[config.mk]
export PLATFORM = sky130hd
export DESIGN_NAME = fsg_engine
export DESIGN_NICKNAME = d
export VERILOG_FILES = /design/src/rtl/fsg_pkg.sv /design/src/rtl/fsg_netlist.sv /design/src/rtl/fsg_vecmem.sv /design/src/rtl/fsg_ctrl.sv /design/src/rtl/fsg_engine.sv
export SDC_FILE = /design/constraint.sdc
export NUM_CORES = 1
export LEC_CHECK = 0
export BUFFER_PORTS_ARGS = -buffer_cell sky130_fd_sc_hd__buf_2
export CORE_UTILIZATION = 45
export CTS_CLUSTER_DIAMETER = 100
export DETAILED_ROUTE_END_ITERATION = 8
export PLACE_DENSITY = 0.64
export SLEW_MARGIN = 5
export SYNTH_ARGS = -nofsm -noshare
export SYNTH_HDL_FRONTEND = slang
export SYNTH_HIERARCHICAL = 1
export SYNTH_SLANG_ARGS = --single-unit
[constraint.sdc]
create_clock -name clk -period 5.36 [get_ports clk]
set_input_delay 0.268 -clock clk [delete_from_list [all_inputs] [get_ports clk]]
set_output_delay 0.268 -clock clk [all_outputs]
set_load 0.005 [all_outputs]
[src/rtl/fsg_pkg.sv]
package fsg_pkg;

    localparam int NSITES = 12;
    localparam int SITE_W = 4;
    localparam int VEC_W  = 2;

    // site numbering: the fault index is site*2 + stuck value
    localparam int S_P      = 0;
    localparam int S_Q      = 1;
    localparam int S_P_G1   = 2;
    localparam int S_Q_G1   = 3;
    localparam int S_G1     = 4;
    localparam int S_P_G2   = 5;
    localparam int S_G1_G2  = 6;
    localparam int S_G1_G3  = 7;
    localparam int S_Q_G3   = 8;
    localparam int S_G2     = 9;
    localparam int S_G3     = 10;
    localparam int S_OUT    = 11;

    typedef enum logic [2:0] {
        ST_IDLE,
        ST_GOOD_RUN,
        ST_FAULT_RUN,
        ST_NEXT_FAULT,
        ST_FINISH
    } fsg_state_e;

endpackage

[src/rtl/fsg_netlist.sv]
module fsg_netlist
    import fsg_pkg::*;
(
    input  logic [VEC_W-1:0]  vec,
    input  logic              fault_en,
    input  logic [SITE_W-1:0] fault_site,
    input  logic              fault_val,
    output logic              resp
);

    logic [NSITES-1:0] hit;

    // one select per site; at most one is active for a given site number
    genvar gi;
    generate
        for (gi = 0; gi < NSITES; gi++) begin : g_site
            assign hit[gi] = fault_en && (fault_site == SITE_W'(gi));
        end
    endgenerate

    logic p, q, p_g1, q_g1, g1, g1_raw;
    logic p_g2, g1_g2, g1_g3, q_g3;
    logic g2, g2_raw, g3, g3_raw, g4_raw;

    always_comb begin
        p      = hit[S_P]     ? fault_val : vec[1];
        q      = hit[S_Q]     ? fault_val : vec[0];
        p_g1   = hit[S_P_G1]  ? fault_val : p;
        q_g1   = hit[S_Q_G1]  ? fault_val : q;
        g1_raw = ~(p_g1 & q_g1);
        g1     = hit[S_G1]    ? fault_val : g1_raw;
        p_g2   = hit[S_P_G2]  ? fault_val : p;
        g1_g2  = hit[S_G1_G2] ? fault_val : g1;
        g1_g3  = hit[S_G1_G3] ? fault_val : g1;
        q_g3   = hit[S_Q_G3]  ? fault_val : q;
        g2_raw = ~(p_g2 & g1_g2);
        g2     = hit[S_G2]    ? fault_val : g2_raw;
        g3_raw = ~(q_g3 & g1_g3);
        g3     = hit[S_G3]    ? fault_val : g3_raw;
        g4_raw = ~(g2 & g3);
        resp   = hit[S_OUT]   ? fault_val : g4_raw;
    end

endmodule

[src/rtl/fsg_vecmem.sv]
module fsg_vecmem
    import fsg_pkg::*;
#(
    parameter int VEC_DEPTH = 16,
    localparam int AW = (VEC_DEPTH > 1) ? $clog2(VEC_DEPTH) : 1
) (
    input  logic             clk,
    input  logic             wr_en,
    input  logic [AW-1:0]    wr_addr,
    input  logic [VEC_W-1:0] wr_data,
    input  logic [AW-1:0]    rd_addr,
    output logic [VEC_W-1:0] rd_vec,
    input  logic             ref_we,
    input  logic             ref_bit,
    output logic             ref_q
);

    logic [VEC_W-1:0] vmem [VEC_DEPTH];
    logic [VEC_DEPTH-1:0] ref_bank;

    always_ff @(posedge clk) begin
        if (wr_en) begin
            vmem[wr_addr] <= wr_data;
        end
        if (ref_we) begin
            ref_bank[rd_addr] <= ref_bit;
        end
    end

    assign rd_vec = vmem[rd_addr];
    assign ref_q  = ref_bank[rd_addr];

endmodule

[src/rtl/fsg_ctrl.sv]
module fsg_ctrl
    import fsg_pkg::*;
#(
    parameter int VEC_DEPTH  = 16,
    parameter int NUM_FAULTS = 24,
    localparam int AW  = (VEC_DEPTH > 1) ? $clog2(VEC_DEPTH) : 1,
    localparam int CW  = $clog2(VEC_DEPTH + 1),
    localparam int FW  = (NUM_FAULTS > 1) ? $clog2(NUM_FAULTS) : 1,
    localparam int DCW = $clog2(NUM_FAULTS + 1)
) (
    input  logic                  clk,
    input  logic                  rst_n,
    input  logic                  start,
    input  logic [CW-1:0]         vec_count,
    input  logic                  resp,
    input  logic                  ref_q,
    output logic [AW-1:0]         vidx,
    output logic                  fault_en,
    output logic [SITE_W-1:0]     fault_site,
    output logic                  fault_val,
    output logic                  ref_we,
    output logic                  busy,
    output logic                  done,
    output logic [DCW-1:0]        det_count,
    output logic [NUM_FAULTS-1:0] det_flags
);

    fsg_state_e state, state_nx;

    logic [CW-1:0] nvec_q;
    logic [FW-1:0] fidx;
    logic          last_vec;
    logic          last_fault;
    logic          mismatch;

    assign last_vec   = ((CW'(vidx) + CW'(1)) == nvec_q);
    assign last_fault = (fidx == FW'(NUM_FAULTS - 1));
    assign mismatch   = (resp != ref_q);
    assign fault_site = SITE_W'(fidx >> 1);
    assign fault_val  = fidx[0];

    // state register
    always_ff @(posedge clk or negedge rst_n) begin
        if (!rst_n) begin
            state <= ST_IDLE;
        end else begin
            state <= state_nx;
        end
    end

    // next state
    always_comb begin
        state_nx = state;
        unique case (state)
            ST_IDLE: begin
                if (start) begin
                    state_nx = (vec_count == '0) ? ST_FINISH : ST_GOOD_RUN;
                end
            end
            ST_GOOD_RUN: begin
                if (last_vec) state_nx = ST_FAULT_RUN;
            end
            ST_FAULT_RUN: begin
                if (mismatch || last_vec) state_nx = ST_NEXT_FAULT;
            end
            ST_NEXT_FAULT: begin
                state_nx = last_fault ? ST_FINISH : ST_FAULT_RUN;
            end
            ST_FINISH: begin
                state_nx = ST_IDLE;
            end
            default: state_nx = ST_IDLE;
        endcase
    end

    // outputs of the state machine
    always_comb begin
        busy     = 1'b0;
        done     = 1'b0;
        fault_en = 1'b0;
        ref_we   = 1'b0;
        unique case (state)
            ST_IDLE:       ;
            ST_GOOD_RUN:   begin busy = 1'b1; ref_we = 1'b1; end
            ST_FAULT_RUN:  begin busy = 1'b1; fault_en = 1'b1; end
            ST_NEXT_FAULT: busy = 1'b1;
            ST_FINISH:     done = 1'b1;
            default:       ;
        endcase
    end

    // counters, flags and captured vector count
    always_ff @(posedge clk or negedge rst_n) begin
        if (!rst_n) begin
            nvec_q    <= '0;
            vidx      <= '0;
            fidx      <= '0;
            det_count <= '0;
            det_flags <= '0;
        end else begin
            case (state)
                ST_IDLE: begin
                    if (start) begin
                        nvec_q    <= vec_count;
                        vidx      <= '0;
                        fidx      <= '0;
                        det_count <= '0;
                        det_flags <= '0;
                    end
                end
                ST_GOOD_RUN: begin
                    vidx <= last_vec ? '0 : vidx + AW'(1);
                end
                ST_FAULT_RUN: begin
                    if (mismatch) begin
                        det_flags[fidx] <= 1'b1;
                        det_count       <= det_count + DCW'(1);
                    end else if (!last_vec) begin
                        vidx <= vidx + AW'(1);
                    end
                end
                ST_NEXT_FAULT: begin
                    vidx <= '0;
                    if (!last_fault) fidx <= fidx + FW'(1);
                end
                default: ;
            endcase
        end
    end


    done_pulse_chk: assert property (@(posedge clk) disable iff (!rst_n)
        done |=> !done);


    done_idle_chk: assert property (@(posedge clk) disable iff (!rst_n)
        done |-> !busy);


    det_step_chk: assert property (@(posedge clk) disable iff (!rst_n)
        busy |=> (det_count == $past(det_count)) ||
                 (det_count == $past(det_count) + DCW'(1)));


    vidx_range_chk: assert property (@(posedge clk) disable iff (!rst_n)
        busy |-> (CW'(vidx) < nvec_q));


    start_ignored_chk: assert property (@(posedge clk) disable iff (!rst_n)
        (busy && start) |=> (busy || done) && (det_count >= $past(det_count)));


    one_fault_chk: assert property (@(posedge clk) disable iff (!rst_n)
        fault_en |-> busy && (fault_site < SITE_W'(NSITES)));

endmodule

[src/rtl/fsg_engine.sv]
module fsg_engine
    import fsg_pkg::*;
#(
    parameter int VEC_DEPTH  = 16,
    parameter int NUM_FAULTS = 24,
    localparam int AW  = (VEC_DEPTH > 1) ? $clog2(VEC_DEPTH) : 1,
    localparam int CW  = $clog2(VEC_DEPTH + 1),
    localparam int DCW = $clog2(NUM_FAULTS + 1)
) (
    input  logic                  clk,
    input  logic                  rst_n,
    input  logic                  start,
    input  logic [CW-1:0]         vec_count,
    input  logic                  vec_we,
    input  logic [AW-1:0]         vec_addr,
    input  logic [1:0]            vec_wdata,
    output logic                  busy,
    output logic                  done,
    output logic [DCW-1:0]        det_count,
    output logic [NUM_FAULTS-1:0] det_flags
);

    logic [AW-1:0]     vidx;
    logic [VEC_W-1:0]  cur_vec;
    logic              fault_en;
    logic [SITE_W-1:0] fault_site;
    logic              fault_val;
    logic              resp;
    logic              ref_we;
    logic              ref_q;

    fsg_vecmem #(.VEC_DEPTH(VEC_DEPTH)) u_mem (
        .clk     (clk),
        .wr_en   (vec_we),
        .wr_addr (vec_addr),
        .wr_data (vec_wdata),
        .rd_addr (vidx),
        .rd_vec  (cur_vec),
        .ref_we  (ref_we),
        .ref_bit (resp),
        .ref_q   (ref_q)
    );

    fsg_netlist u_cut (
        .vec        (cur_vec),
        .fault_en   (fault_en),
        .fault_site (fault_site),
        .fault_val  (fault_val),
        .resp       (resp)
    );

    fsg_ctrl #(.VEC_DEPTH(VEC_DEPTH), .NUM_FAULTS(NUM_FAULTS)) u_ctrl (
        .clk        (clk),
        .rst_n      (rst_n),
        .start      (start),
        .vec_count  (vec_count),
        .resp       (resp),
        .ref_q      (ref_q),
        .vidx       (vidx),
        .fault_en   (fault_en),
        .fault_site (fault_site),
        .fault_val  (fault_val),
        .ref_we     (ref_we),
        .busy       (busy),
        .done       (done),
        .det_count  (det_count),
        .det_flags  (det_flags)
    );

    initial begin
        if (NUM_FAULTS > 2 * NSITES || NUM_FAULTS < 1) begin
            $error("NUM_FAULTS out of range");
        end
    end

endmodule

==> metrics.txt, run 1 <==
flop2flop setup slack=0.99 ns; Worst Path Required=5.61 ns; post-detailed-placement half-perimeter wirelength=6190 microns; worst path arrival time=4.62 ns; R2R depth=14; Period Utilization, post-route=81.5%; final critical-path required period=4.37 ns; final-report setup violation count=0; detailed route wirelength on metal3=approximately 340 microns; type of destination of the critical path=register; largest stage delay on the critical path=around 1 ns; TritonCTS Sinks=94; maximum number of buffers from clock root to sink=2; Placer Congestion=around 0.80; worst max-slew margin expressed relative to the limit=32.2%; share of flip-flops with an asynchronous set or reset after synthesis=48.9%; combinational family with the most area after synthesis=simple AND/OR/NAND/NOR gates; Synth cell types=62; transition time of the tightest slew-check pin=~1.0 ns; complex-gate fraction of the synthesized area=a little under a tenth; antenna-violating nets left=0; Ports=46; total global routing overflow=0; Setup crit start kind=register; routed wire length on met2=4510 microns; worst reg2reg endpoint=u_ctrl/state[1]; number of synthesis warnings=6; detailed-route via count=3095; synthesized instance count=381; initial antenna violation count=0; Ant. Diodes=0; quantity of hold-fixing buffers added after cts=0; Post-Syn Nets=about 400; H-tree depth=3; worst-skew pair later-pin latency=0.36 ns; final routed wire length divided by cell count=16.5 microns; met1 WL=4200 microns; top layer used by detailed routing=met4; maximum VDD drop=between 200 and 300 uV; post-synthesis adder-cell area fraction=under 10%; final hold viol count=0; multiplexer share of the synthesized area=8.77%; power per standard cell area=about 560 mW/mm^2; maximum number of pins on one net before global-route repair=47; CTS Root Buffer Type=sky130_fd_sc_hd__clkbuf_8; via count of the first global-routing pass=slightly below 3000; launch instance of the worst register-to-register path=u_ctrl/vidx[0]; maximum frequency from static timing analysis=229 MHz; routed via count divided by cell count=5.59; number of buffer cells added on primary ports=45; Cell Count, Final, Fillers Out=around 550; TritonCTS buffer count=9; total standard cell area after synthesis=0.00458 sq mm; total of cells resized after clock tree synthesis=0; die boundary height=103 microns; Iter 0 DRT Violations=269; Detailed Routing Iterations Pass 1=4; Die Wd=103 microns; critical path, cell by cell=mux4_1, a22oi_1, nand3_1, a21boi_1, o31ai_1, a221oi_1, o21ai_1, a21oi_1, buf_4, xnor2_1, nand2_1, or2_1, a211o_2, mux2_4; Max Clock Skew=0.0185 ns; global-route total usage across every layer=18.5%; post-route DRC violation count=0; number of cells after detailed placement=538; xor/xnor share of the synthesized area=2.87%; static leakage=1.96 nW; sequential-to-total area share from yosys stat=56.6%; Tightest Hold Check Type=in2async; clock transition at the register clock pins on the worst setup and hold paths after CTS=0.10 ns; post-CTS setup-driven buffer insertion count=0; cell at the slowest stage of the critical path=sky130_fd_sc_hd__dfrtp_1; setup_tns=0 ns; TritonCTS clock tree=built; post-synthesis area per instance=between 10 and 15 sq um; WL final=9140 microns; Post-layout nets=437; flop and latch count out of synthesis=94; flip-flop cell with the highest count after synthesis=sky130_fd_sc_hd__edfxtp_1; initial standard-cell utilization of the core=46.6%; full die area=0.0106 sq mm; area growth from synthesis to final layout=10.9%; wire length of the first global-routing pass=between 10000 and 15000 microns; number of enable flip-flop cells after synthesis=48; run status=finished clean; setup repair after global routing missed its margin=no; Std-Cell Core Area=0.00982 sq mm; worst-path fanout max=20; share of post-route cells with drive strength above 1=20.7%; Final Max Tran Viols=0; reported max-cap violation count=0; Crit Path Class=reg2reg; Placement Rows=36; simple-gate portion of the synthesized area=17.6%
==> state kept, by name (all words and copies together), names as in the netlist <==
name	count
u_ctrl/vidx	4
u_ctrl/det_flags	24
u_ctrl/fidx	5
u_mem/ref_bank	16
u_ctrl/state	3
u_mem/vmem	32
u_ctrl/nvec_q	5
u_ctrl/det_count	5
==> final cells by class <==
cell class              count  area (sq um)
clock buffers              10           129
clock inverters             6          90.1
fillers                   900          4740
inverters                   4          15.0
multi-input cells         259          1840
flip-flops and latches     94          2590
well taps                 133           166
repair buffers             48           248
==> placed cells by master, fill, tap and decap left out, types with 2 or more instances in the layout <==
master	instances
sky130_fd_sc_hd__a21oi_1	6
sky130_fd_sc_hd__a22o_1	3
sky130_fd_sc_hd__a22oi_1	3
sky130_fd_sc_hd__a31oi_1	28
sky130_fd_sc_hd__buf_2	45
sky130_fd_sc_hd__buf_4	3
sky130_fd_sc_hd__bufinv_16	2
sky130_fd_sc_hd__clkbuf_8	9
sky130_fd_sc_hd__dfrtp_1	46
sky130_fd_sc_hd__edfxtp_1	48
sky130_fd_sc_hd__ha_1	6
sky130_fd_sc_hd__inv_1	4
sky130_fd_sc_hd__inv_4	2
sky130_fd_sc_hd__inv_6	2
sky130_fd_sc_hd__mux2_1	5
sky130_fd_sc_hd__mux2_2	3
sky130_fd_sc_hd__mux2_4	2
sky130_fd_sc_hd__mux4_1	3
sky130_fd_sc_hd__mux4_2	9
sky130_fd_sc_hd__nand2_1	15
sky130_fd_sc_hd__nand2b_1	8
sky130_fd_sc_hd__nand3_1	14
sky130_fd_sc_hd__nand3b_1	4
sky130_fd_sc_hd__nand4_1	3
sky130_fd_sc_hd__nor2_1	67
sky130_fd_sc_hd__nor2b_1	4
sky130_fd_sc_hd__nor3_1	15
sky130_fd_sc_hd__nor3b_1	9
sky130_fd_sc_hd__o21ai_0	3
sky130_fd_sc_hd__o21ai_1	2
sky130_fd_sc_hd__or2_1	2
sky130_fd_sc_hd__xnor2_1	10
sky130_fd_sc_hd__xor2_1	5
==> kinds of logic after synthesis <==
logic type | after synthesis
simple gates | 156
flops | 94
compound gates | 60
buf+inv | 28
mux | 22
xor+xnor | 15
fa+ha+maj | 6
==> critical path, delay by kind of cell (launching register included) <==
kind | cells | cell delay, ns
AO/OA/AOI/OAI | 7 | 1.38
AND/OR/NAND/NOR | 3 | 0.52
XOR/XNOR | 1 | 0.18
buffers and inverters | 1 | 0.22
multiplexers | 2 | 0.96
flip-flops | 1 | 0.99
==> routing by layer <==
layer / track usage, % / vias up
met5: 0 / -
met1: 25.6 / 1544
met4: 5.09 / 0
li1: - / 1480
met3: 4.27 / 8
met2: 29.5 / 63
==> synthesized netlist by cell type, types with 2 or more instances <==
master / count / area, sq um
sky130_fd_sc_hd__mux2_2: 3 / 33.8
sky130_fd_sc_hd__nand2_1: 15 / 56.3
sky130_fd_sc_hd__a22o_1: 3 / 26.3
sky130_fd_sc_hd__nor2b_1: 5 / 31.3
sky130_fd_sc_hd__buf_2: 7 / 35.0
sky130_fd_sc_hd__inv_1: 4 / 15.0
sky130_fd_sc_hd__mux2_1: 5 / 56.3
sky130_fd_sc_hd__mux4_1: 3 / 78.8
sky130_fd_sc_hd__buf_6: 2 / 22.5
sky130_fd_sc_hd__nand3_1: 14 / 70.1
sky130_fd_sc_hd__dfrtp_1: 46 / 1150
sky130_fd_sc_hd__edfxtp_1: 48 / 1440
sky130_fd_sc_hd__mux4_2: 9 / 203
sky130_fd_sc_hd__a31oi_1: 28 / 175
sky130_fd_sc_hd__nor2_1: 67 / 251
sky130_fd_sc_hd__mux2_4: 2 / 30.0
sky130_fd_sc_hd__nand4_1: 3 / 18.8
sky130_fd_sc_hd__nand3b_1: 4 / 30.0
sky130_fd_sc_hd__buf_4: 2 / 15.0
sky130_fd_sc_hd__o21ai_0: 3 / 15.0
sky130_fd_sc_hd__or2_1: 2 / 12.5
sky130_fd_sc_hd__o21ai_1: 2 / 10.0
sky130_fd_sc_hd__a21oi_1: 6 / 30.0
sky130_fd_sc_hd__nor3b_1: 9 / 67.6
sky130_fd_sc_hd__ha_1: 6 / 75.1
sky130_fd_sc_hd__clkbuf_1: 11 / 41.3
sky130_fd_sc_hd__xnor2_1: 10 / 87.6
sky130_fd_sc_hd__nand2b_1: 8 / 50.1
sky130_fd_sc_hd__a22oi_1: 3 / 22.5
sky130_fd_sc_hd__nor3_1: 15 / 75.1
sky130_fd_sc_hd__xor2_1: 5 / 43.8
==> worst max-delay path by stage <==
| stage | startpoint | slack [ns] | end |
|---|---|---|---|
| floorplan | u_ctrl/vidx[0] | 1.50 | u_ctrl/state[0] |
| global placement | u_ctrl/vidx[0] | 1.15 | u_ctrl/state[1] |
| detailed placement | u_ctrl/vidx[0] | 0.98 | u_ctrl/state[1] |
| CTS | u_ctrl/vidx[0] | 0.97 | u_ctrl/state[1] |
| global route | u_ctrl/vidx[0] | 0.63 | u_ctrl/state[1] |
| finish | u_ctrl/vidx[0] | 0.99 | u_ctrl/state[1] |
==> power breakdown <==
part / switching, W / internal, W / leakage (nW) / total [W]
clock: 0.000251 / 0.000269 / 0.115 / 0.000519
sequential: 0.000239 / 0.000967 / 1.01 / 0.00121
combinational: 0.000596 / 0.000509 / 0.841 / 0.00111
==> stage by stage <==
stage / total power [W] / setup WS, ns / area (sq um) / utilization [%] / hold slack [ns]
3_5_place_dp: 0.00232 / 0.980 / 4860 / 49.5 / 0.482
3_3_place_gp: 0.00228 / 1.15 / 4860 / 49.5 / 0.469
4_1_cts: 0.00284 / 0.967 / 5080 / 51.7 / 0.111
2_1_floorplan: 0.00202 / 1.50 / 4580 / - / -0.0276
5_1_grt: 0.00303 / 0.630 / 5080 / 51.7 / 0.126
6_report: 0.00283 / 0.992 / 5080 / 51.7 / 0.0775
Power figures use the tool's default switching activity.
==> inputs of run 2 (changes only) <==
--- a/config.mk
+++ b/config.mk
@@ -5,11 +5,12 @@
 export SDC_FILE = /design/constraint.sdc
 export NUM_CORES = 1
 export LEC_CHECK = 0
+export ABC_AREA = 1
 export BUFFER_PORTS_ARGS = -buffer_cell sky130_fd_sc_hd__buf_2
 export CORE_UTILIZATION = 45
 export CTS_CLUSTER_DIAMETER = 100
 export DETAILED_ROUTE_END_ITERATION = 8
-export PLACE_DENSITY = 0.64
+export PLACE_DENSITY = 0.66
 export SLEW_MARGIN = 5
 export SYNTH_ARGS = -nofsm -noshare
 export SYNTH_HDL_FRONTEND = slang
==> constraint.sdc (replaced) <==
create_clock -name clk -period 3.8 [get_ports clk]
set_input_delay 0.19 -clock clk [delete_from_list [all_inputs] [get_ports clk]]
set_output_delay 0.19 -clock clk [all_outputs]
set_load 0.005 [all_outputs]
==> run 2 against run 1 <==
Against the previous run: the run now ends with negative hold slack left; worst hold slack got worse by 0.087 ns; critical path depth up 7; critical endpoint is now u_ctrl/det_count[4]; die area is 5.3% higher; synthesized cell count increased by 49%; global-route usage up 1.6 points; synthesized area rose by 5.4%; sequential share of layout area shrank 2.8 points; register-to-register slack worse by 0.45 ns.
==> metrics.txt, run 2 <==
cell family with the largest share of critical-path delay=simple AND/OR/NAND/NOR gates; number of synthesis warnings=6; flip-flop cell with the highest count after synthesis=sky130_fd_sc_hd__edfxtp_1; Worst Path Required=4.05 ns; full die area=0.0111 sq mm; worst path arrival time=3.52 ns; cell at the slowest stage of the critical path=sky130_fd_sc_hd__dfrtp_1; Crit Path Class=reg2reg; maximum frequency from static timing analysis=roughly 310 MHz; Synth cell types=37; Die Wd=approximately 110 microns; setup repair after global routing missed its margin=no; Iter 0 DRT Violations=268; final critical-path required period=3.26 ns; worst-skew pair later-pin latency=approximately 0.36 ns; synthesized instance count=569; highest-count cells in the layout ignoring fill and taps=188 x sky130_fd_sc_hd__nand2_1, 76 x sky130_fd_sc_hd__nor2_1, 52 x sky130_fd_sc_hd__inv_1; final routed wire length divided by cell count=13.7 microns; Tightest Hold Check Type=in2async; Hold Slack=-0.00931 ns; registers with the most flip-flops=u_mem/vmem: 32 flops, u_ctrl/det_flags: 24 flops, u_mem/ref_bank: 16 flops; setup_tns=0 ns; number of cells after detailed placement=741; Placer Congestion=0.959; TritonCTS buffer count=9; via count of the first global-routing pass=3659; post-CTS setup-driven buffer insertion count=0; most instantiated library cell after synthesis=sky130_fd_sc_hd__nand2_1; TritonCTS clock tree=built; maximum number of pins on one net before global-route repair=47; Final Max Tran Viols=0; type of destination of the critical path=register; TritonCTS Sinks=94; worst max-slew margin expressed relative to the limit=32.8%; maximum VDD drop=411 uV; area growth from synthesis to final layout=11.3%; number of flip-flops under the largest register name=32; post-route DRC violation count=0; maximum number of buffers from clock root to sink=2; share of flip-flops with an asynchronous set or reset after synthesis=48.9%; Post-layout nets=637; combinational family with the most area after synthesis=simple AND/OR/NAND/NOR gates; final hold viol count=8; leading area contributor after synthesis=sky130_fd_sc_hd__edfxtp_1; clock transition at the register clock pins on the worst setup and hold paths after CTS=about 0.09 ns; Detailed Routing Iterations Pass 1=4; cell seen most often among critical-path stages=sky130_fd_sc_hd__nand2_1; commonest cells in the netlist=188 x sky130_fd_sc_hd__nand2_1, 76 x sky130_fd_sc_hd__nor2_1, 52 x sky130_fd_sc_hd__inv_1, 48 x sky130_fd_sc_hd__edfxtp_1, 46 x sky130_fd_sc_hd__dfrtp_1; initial antenna violation count=0; total standard cell area after synthesis=0.00483 sq mm; Ant. Diodes=0; fin area=0.00537 sq mm; Ports=46; number of enable flip-flop cells after synthesis=48; fraction of post-synthesis cell area in the top cell type by area=29.9%; flop and latch count out of synthesis=94; H-tree depth=3; detailed-route via count=around 3800; antenna-violating nets left=0; die boundary height=106 microns; post-detailed-placement half-perimeter wirelength=~7600 microns; violations in the final reports=negative hold slack; xor/xnor share of the synthesized area=0.726%; multiplexer share of the synthesized area=0.233%; total global routing overflow=0; Std-Cell Core Area=between 0.01 and 0.015 sq mm; Area contributors post-synth=sky130_fd_sc_hd__edfxtp_1 30%, sky130_fd_sc_hd__dfrtp_1 24%, sky130_fd_sc_hd__nand2_1 15%; global-route total usage across every layer=20.1%; share of post-route cells with drive strength above 1=16.1%; Period Utilization, post-route=85.8%; quantity of hold-fixing buffers added after cts=0; sequential-to-total area share from yosys stat=53.7%; critical path, cell by cell=buf_4, nand2_1, nand2_1, nand2_1, nand2_1, nand2_1, nand2_1, inv_1, nand2_1, inv_1, nand2_1, a21boi_0, nor3_1, nand2_1, nand3_1, nand2_1, inv_1, xor2_1, nand2_4, nand2_4, mux2_2; power per standard cell area=around 670 mW/mm^2; Post-Syn Nets=590; complex-gate fraction of the synthesized area=roughly 5.3%; simple-gate portion of the synthesized area=31.5%; WL final=10400 microns; register ranked first by flip-flop count=u_mem/vmem; Setup crit start kind=register; post-synthesis adder-cell area fraction=1.56%; post-synthesis area per instance=8.48 sq um; CTS Root Buffer Type=sky130_fd_sc_hd__clkbuf_8; commonest non-fill, non-tap cell in the layout=sky130_fd_sc_hd__nand2_1; worst-path fanout max=22; run status=finished, violations left; Placement Rows=37; wire length of the first global-routing pass=17500 microns; initial standard-cell utilization of the core=a little under half; final-report setup violation count=0; dpl cell area=0.00513 sq mm; routed via count divided by cell count=5.04; Cell Count, Final, Fillers Out=757; total of cells resized after clock tree synthesis=0; transition time of the tightest slew-check pin=1.01 ns; reported max-cap violation count=0; static leakage=2.56 nW; critical path buffer and inverter count=4; largest stage delay on the critical path=0.62 ns; Max Clock Skew=0.00885 ns; number of buffer cells added on primary ports=45
==> run 2: area by class of cell <==
| cell class | count | area [sq um] |
|---|---|---|
| Timing Repair Buffer | 48 | 248 |
| Clock buffer | 13 | 191 |
| Fill cell | 1002 | 5000 |
| Inverter | 58 | 225 |
| Tap cell | 136 | 170 |
| Multi-Input combinational cell | 405 | 1900 |
| Sequential cell | 94 | 2590 |
| Clock inverter | 3 | 46.3 |
==> run 2: layer usage <==
| layer | GRT usage (%) | routed length (microns) | vias to the layer above |
|---|---|---|---|
| li1 | - | - | 1925 |
| met1 | 28.3 | 5080 | 1794 |
| met2 | 31.0 | 4710 | 79 |
| met3 | 4.08 | 393 | 14 |
| met4 | 7.34 | 187 | 0 |
| met5 | 0 | 0 | - |
==> run 2: through the flow <==
| stage | util [%] | setup slack (ns) | total power (W) |
|---|---|---|---|
| 5_1_grt | 51.8 | 0.134 | 0.00389 |
| 6_report | 51.8 | 0.539 | 0.00362 |
| 3_3_place_gp | 49.5 | 0.719 | 0.00285 |
| 2_1_floorplan | - | 0.849 | 0.00255 |
| 3_5_place_dp | 49.5 | 0.587 | 0.00288 |
| 4_1_cts | 51.8 | 0.561 | 0.00363 |
==> run 2: kinds of logic after synthesis <==
logic type,Yosys count
AND/OR/NAND/NOR,346
flip-flops,94
buffers and inverters,70
AO/OA/AOI/OAI,48
adder cells (fa/ha/maj),6
XOR/XNOR,4
multiplexers,1
==> run 2: report_power, final <==
group	leakage [nW]	switching, W	internal [W]	total (W)
combinational	1.39	0.000997	0.000448	0.00144
clock	0.117	0.000342	0.000405	0.000747
sequential	1.05	0.000148	0.00128	0.00143
total	2.56	0.00149	0.00213	0.00362
==> run 2: final timing paths <==
path	startpoint	slack, ns	cells after the start	endpoint
worst max-delay path	u_ctrl/vidx[0]	0.54	21	u_ctrl/det_count[4]
worst min-delay path	rst_n	-0.009	1	u_ctrl/det_count[2]
worst max register to register	u_ctrl/vidx[0]	0.54	21	u_ctrl/det_count[4]
worst min register to register	u_ctrl/det_flags[13]	0.50	2	u_ctrl/det_flags[13]
max in group asynchronous	rst_n	3.18	1	u_ctrl/nvec_q[0]
min in group clk	vec_count[4]	0.06	3	u_ctrl/nvec_q[4]
==> inputs of run 3 (changes only) <==
==> constraint.sdc (replaced) <==
create_clock -name clk -period 2.8 [get_ports clk]
set_input_delay 0.14 -clock clk [delete_from_list [all_inputs] [get_ports clk]]
set_output_delay 0.14 -clock clk [all_outputs]
set_load 0.005 [all_outputs]
==> run 3 against run 2 <==
Against the previous run: the flow finishes with violations (negative setup slack); global-route usage decreased by 0.63 points; first-iteration DRC count decreased by 5.6%; count of clock-buffer cells in the layout decreased by 2; worst hold slack improved by 0.058 ns; non-clock buffer count increased by 23; cell count increased by 3.2%; combinational power increased by 80%; largest power group unchanged; highest routed layer unchanged.
==> metrics.txt, run 3 (same netlist as run 2, synthesis figures left out) <==
run status=finished, violations left; violations in the final reports=negative setup slack; Cell Count, Final, Fillers Out=781; Worst Path Required=roughly 3 ns; switching power summed over all nets=0.00222 W; maximum frequency from static timing analysis=354 MHz; registers with the most flip-flops=u_mem/vmem: 32 flops, u_ctrl/det_flags: 24 flops, u_mem/ref_bank: 16 flops; switching share of power=41.2%; Period Utilization, post-route=101%; final critical-path required period=2.82 ns; die boundary height=106 microns; power per standard cell area=944 mW/mm^2; R2R depth=26; commonest non-fill, non-tap cell in the layout=sky130_fd_sc_hd__nand2_1; Tightest Hold Check Type=in2reg; routed via count divided by cell count=5.03; share of post-route cells with drive strength above 1=20.9%; worst-skew pair later-pin latency=0.36 ns; maximum VDD drop=523 uV; final hold viol count=0; global-route total usage across every layer=19.5%; power share of the sequential group=a little over a third; Max Clock Skew=0.00799 ns; Hold Crit Start=vec_count[2]; number of cells after detailed placement=752; Hold Slack=0.0490 ns; post-detailed-placement half-perimeter wirelength=~7300 microns; total global routing overflow=0; worst path arrival time=3.08 ns; Setup crit start kind=register; launch instance of the worst register-to-register path=u_ctrl/vidx[0]; Crit Path Class=reg2reg; Post-layout nets=661; WL final=10400 microns; via count of the first global-routing pass=3662; Placer Congestion=0.885; clock transition at the register clock pins on the worst setup and hold paths after CTS=0.09 ns; antenna-violating nets left=0; Final Max Tran Viols=0; Detailed Routing Iterations Pass 1=5; wire length of the first global-routing pass=17200 microns; final routed wire length divided by cell count=roughly 13 microns; post-route core utilization=55.2%; Worst Setup Slack, final=-0.0226 ns; maximum number of pins on one net before global-route repair=47; post-route DRC violation count=0; register ranked first by flip-flop count=u_mem/vmem; worst-path fanout max=13; Ant. Diodes=0; type of destination of the critical path=register; combinational power share=48.0%; TritonCTS buffer count=9; Setup crit start=u_ctrl/vidx[0]; initial standard-cell utilization of the core=46.5%; reported max-cap violation count=0; transition time of the tightest slew-check pin=1.04 ns; Placement Rows=37; setup repair after global routing missed its margin=yes; Clk pwr share=16.4%; fill cell count=935; number of buffer cells added on primary ports=45; area growth from synthesis to final layout=18.5%; Iter 0 DRT Violations=253; number of flip-flops under the largest register name=32; final-report setup violation count=2; Std-Cell Core Area=0.0104 sq mm; worst max-slew margin expressed relative to the limit=30.5%; TritonCTS Sinks=94; internal portion of total power=~0.0032 W; static leakage=roughly 2.7 nW; initial antenna violation count=0; maximum number of buffers from clock root to sink=2; full die area=between 0.01 and 0.015 sq mm; Die Wd=106 microns; cell at the slowest stage of the critical path=sky130_fd_sc_hd__dfrtp_2; cell seen most often among critical-path stages=sky130_fd_sc_hd__nand2_1; TritonCTS clock tree=built; Min-Delay Path Depth=3; detailed-route via count=3930; highest-count cells in the layout ignoring fill and taps=185 x sky130_fd_sc_hd__nand2_1, 75 x sky130_fd_sc_hd__nor2_1, 51 x sky130_fd_sc_hd__inv_1; H-tree depth=3; CTS Root Buffer Type=sky130_fd_sc_hd__clkbuf_8; Ports=46; largest stage delay on the critical path=between 0.4 and 0.5 ns
run 3: cell types whose count changed in the layout (fill, tap and decap cells not counted), moves of 4 or more:
cell and change:
sky130_fd_sc_hd__dlygate4sd3_1 +4, sky130_fd_sc_hd__a21oi_1 -4, sky130_fd_sc_hd__buf_12 +4, sky130_fd_sc_hd__a21oi_2 +4, sky130_fd_sc_hd__buf_4 +12
run 3: per-layer routing:
| layer | GRT usage [%] | wire (microns) | vias up |
|---|---|---|---|
| li1 | - | - | 1973 |
| met1 | 27.9 | 4990 | 1847 |
| met2 | 29.9 | 4830 | 95 |
| met3 | 3.03 | 401 | 15 |
| met4 | 7.74 | 191 | 0 |
| met5 | 0 | 0 | - |
run 3: worst max-delay path, delay by kind of cell, from the launching register on:
kind | cells | cell delay [ns]
flops | 1 | 0.44
simple gates | 18 | 1.13
xor+xnor | 1 | 0.18
mux | 1 | 0.33
buf+inv | 6 | 0.64
run 3: path summary, 6_finish.rpt:
| path | end | slack [ns] |
|---|---|---|
| worst max register to register | u_ctrl/det_count[4] | -0.02 |
| max in group asynchronous | u_ctrl/vidx[0] | 1.59 |
| worst min register to register | u_ctrl/det_flags[11] | 0.50 |
| worst max-delay path | u_ctrl/det_count[4] | -0.02 |
| worst min-delay path | u_ctrl/nvec_q[2] | 0.05 |
| min in group asynchronous | u_ctrl/det_count[0] | 0.50 |
run 3: timing repair:
action                                 4_1_cts  5_1_grt
setup endpoints to repair                    7       36
endpoints found under the hold margin       49        0
cloned                                       0        3
setup buffers                                2        4
pin swaps                                    1       13
gates resized for setup                      1       23
hold buffers                                 4        0
run 3: power by group through the flow:
stage | registers (W) | logic [W] | clock network, W
global placement | 0.00194 | 0.00208 | 0
CTS | 0.00191 | 0.00221 | 0.000914
global route | 0.00195 | 0.00291 | 0.000968
floorplan | 0.00191 | 0.00157 | 0
detailed placement | 0.00194 | 0.00212 | 0
finish | 0.00192 | 0.00259 | 0.000888
run 3: cell type report:
class	count	area, sq um	area share (%)
tap	136	170	2.98
clock buffer	11	131	2.30
inverter	58	244	4.27
timing repair inverter	1	11.3	0.197
multi-input combinational	405	1990	34.8
timing repair buffer	71	519	9.08
clock inverter	5	58.8	1.03
sequential	94	2590	45.4
run 3: metrics by stage:
step                area [sq um]  setup TNS, ns  power, W  setup slack (ns)
finish                      5720        -0.0241   0.00540           -0.0226
detailed placement          5240        -0.0440   0.00406           -0.0260
floorplan                   4830              0   0.00349            0.0572
global route                5720          -4.06   0.00583            -0.177
CTS                         5500              0   0.00504            0.0114
global placement            5240      -0.000659   0.00402         -0.000659
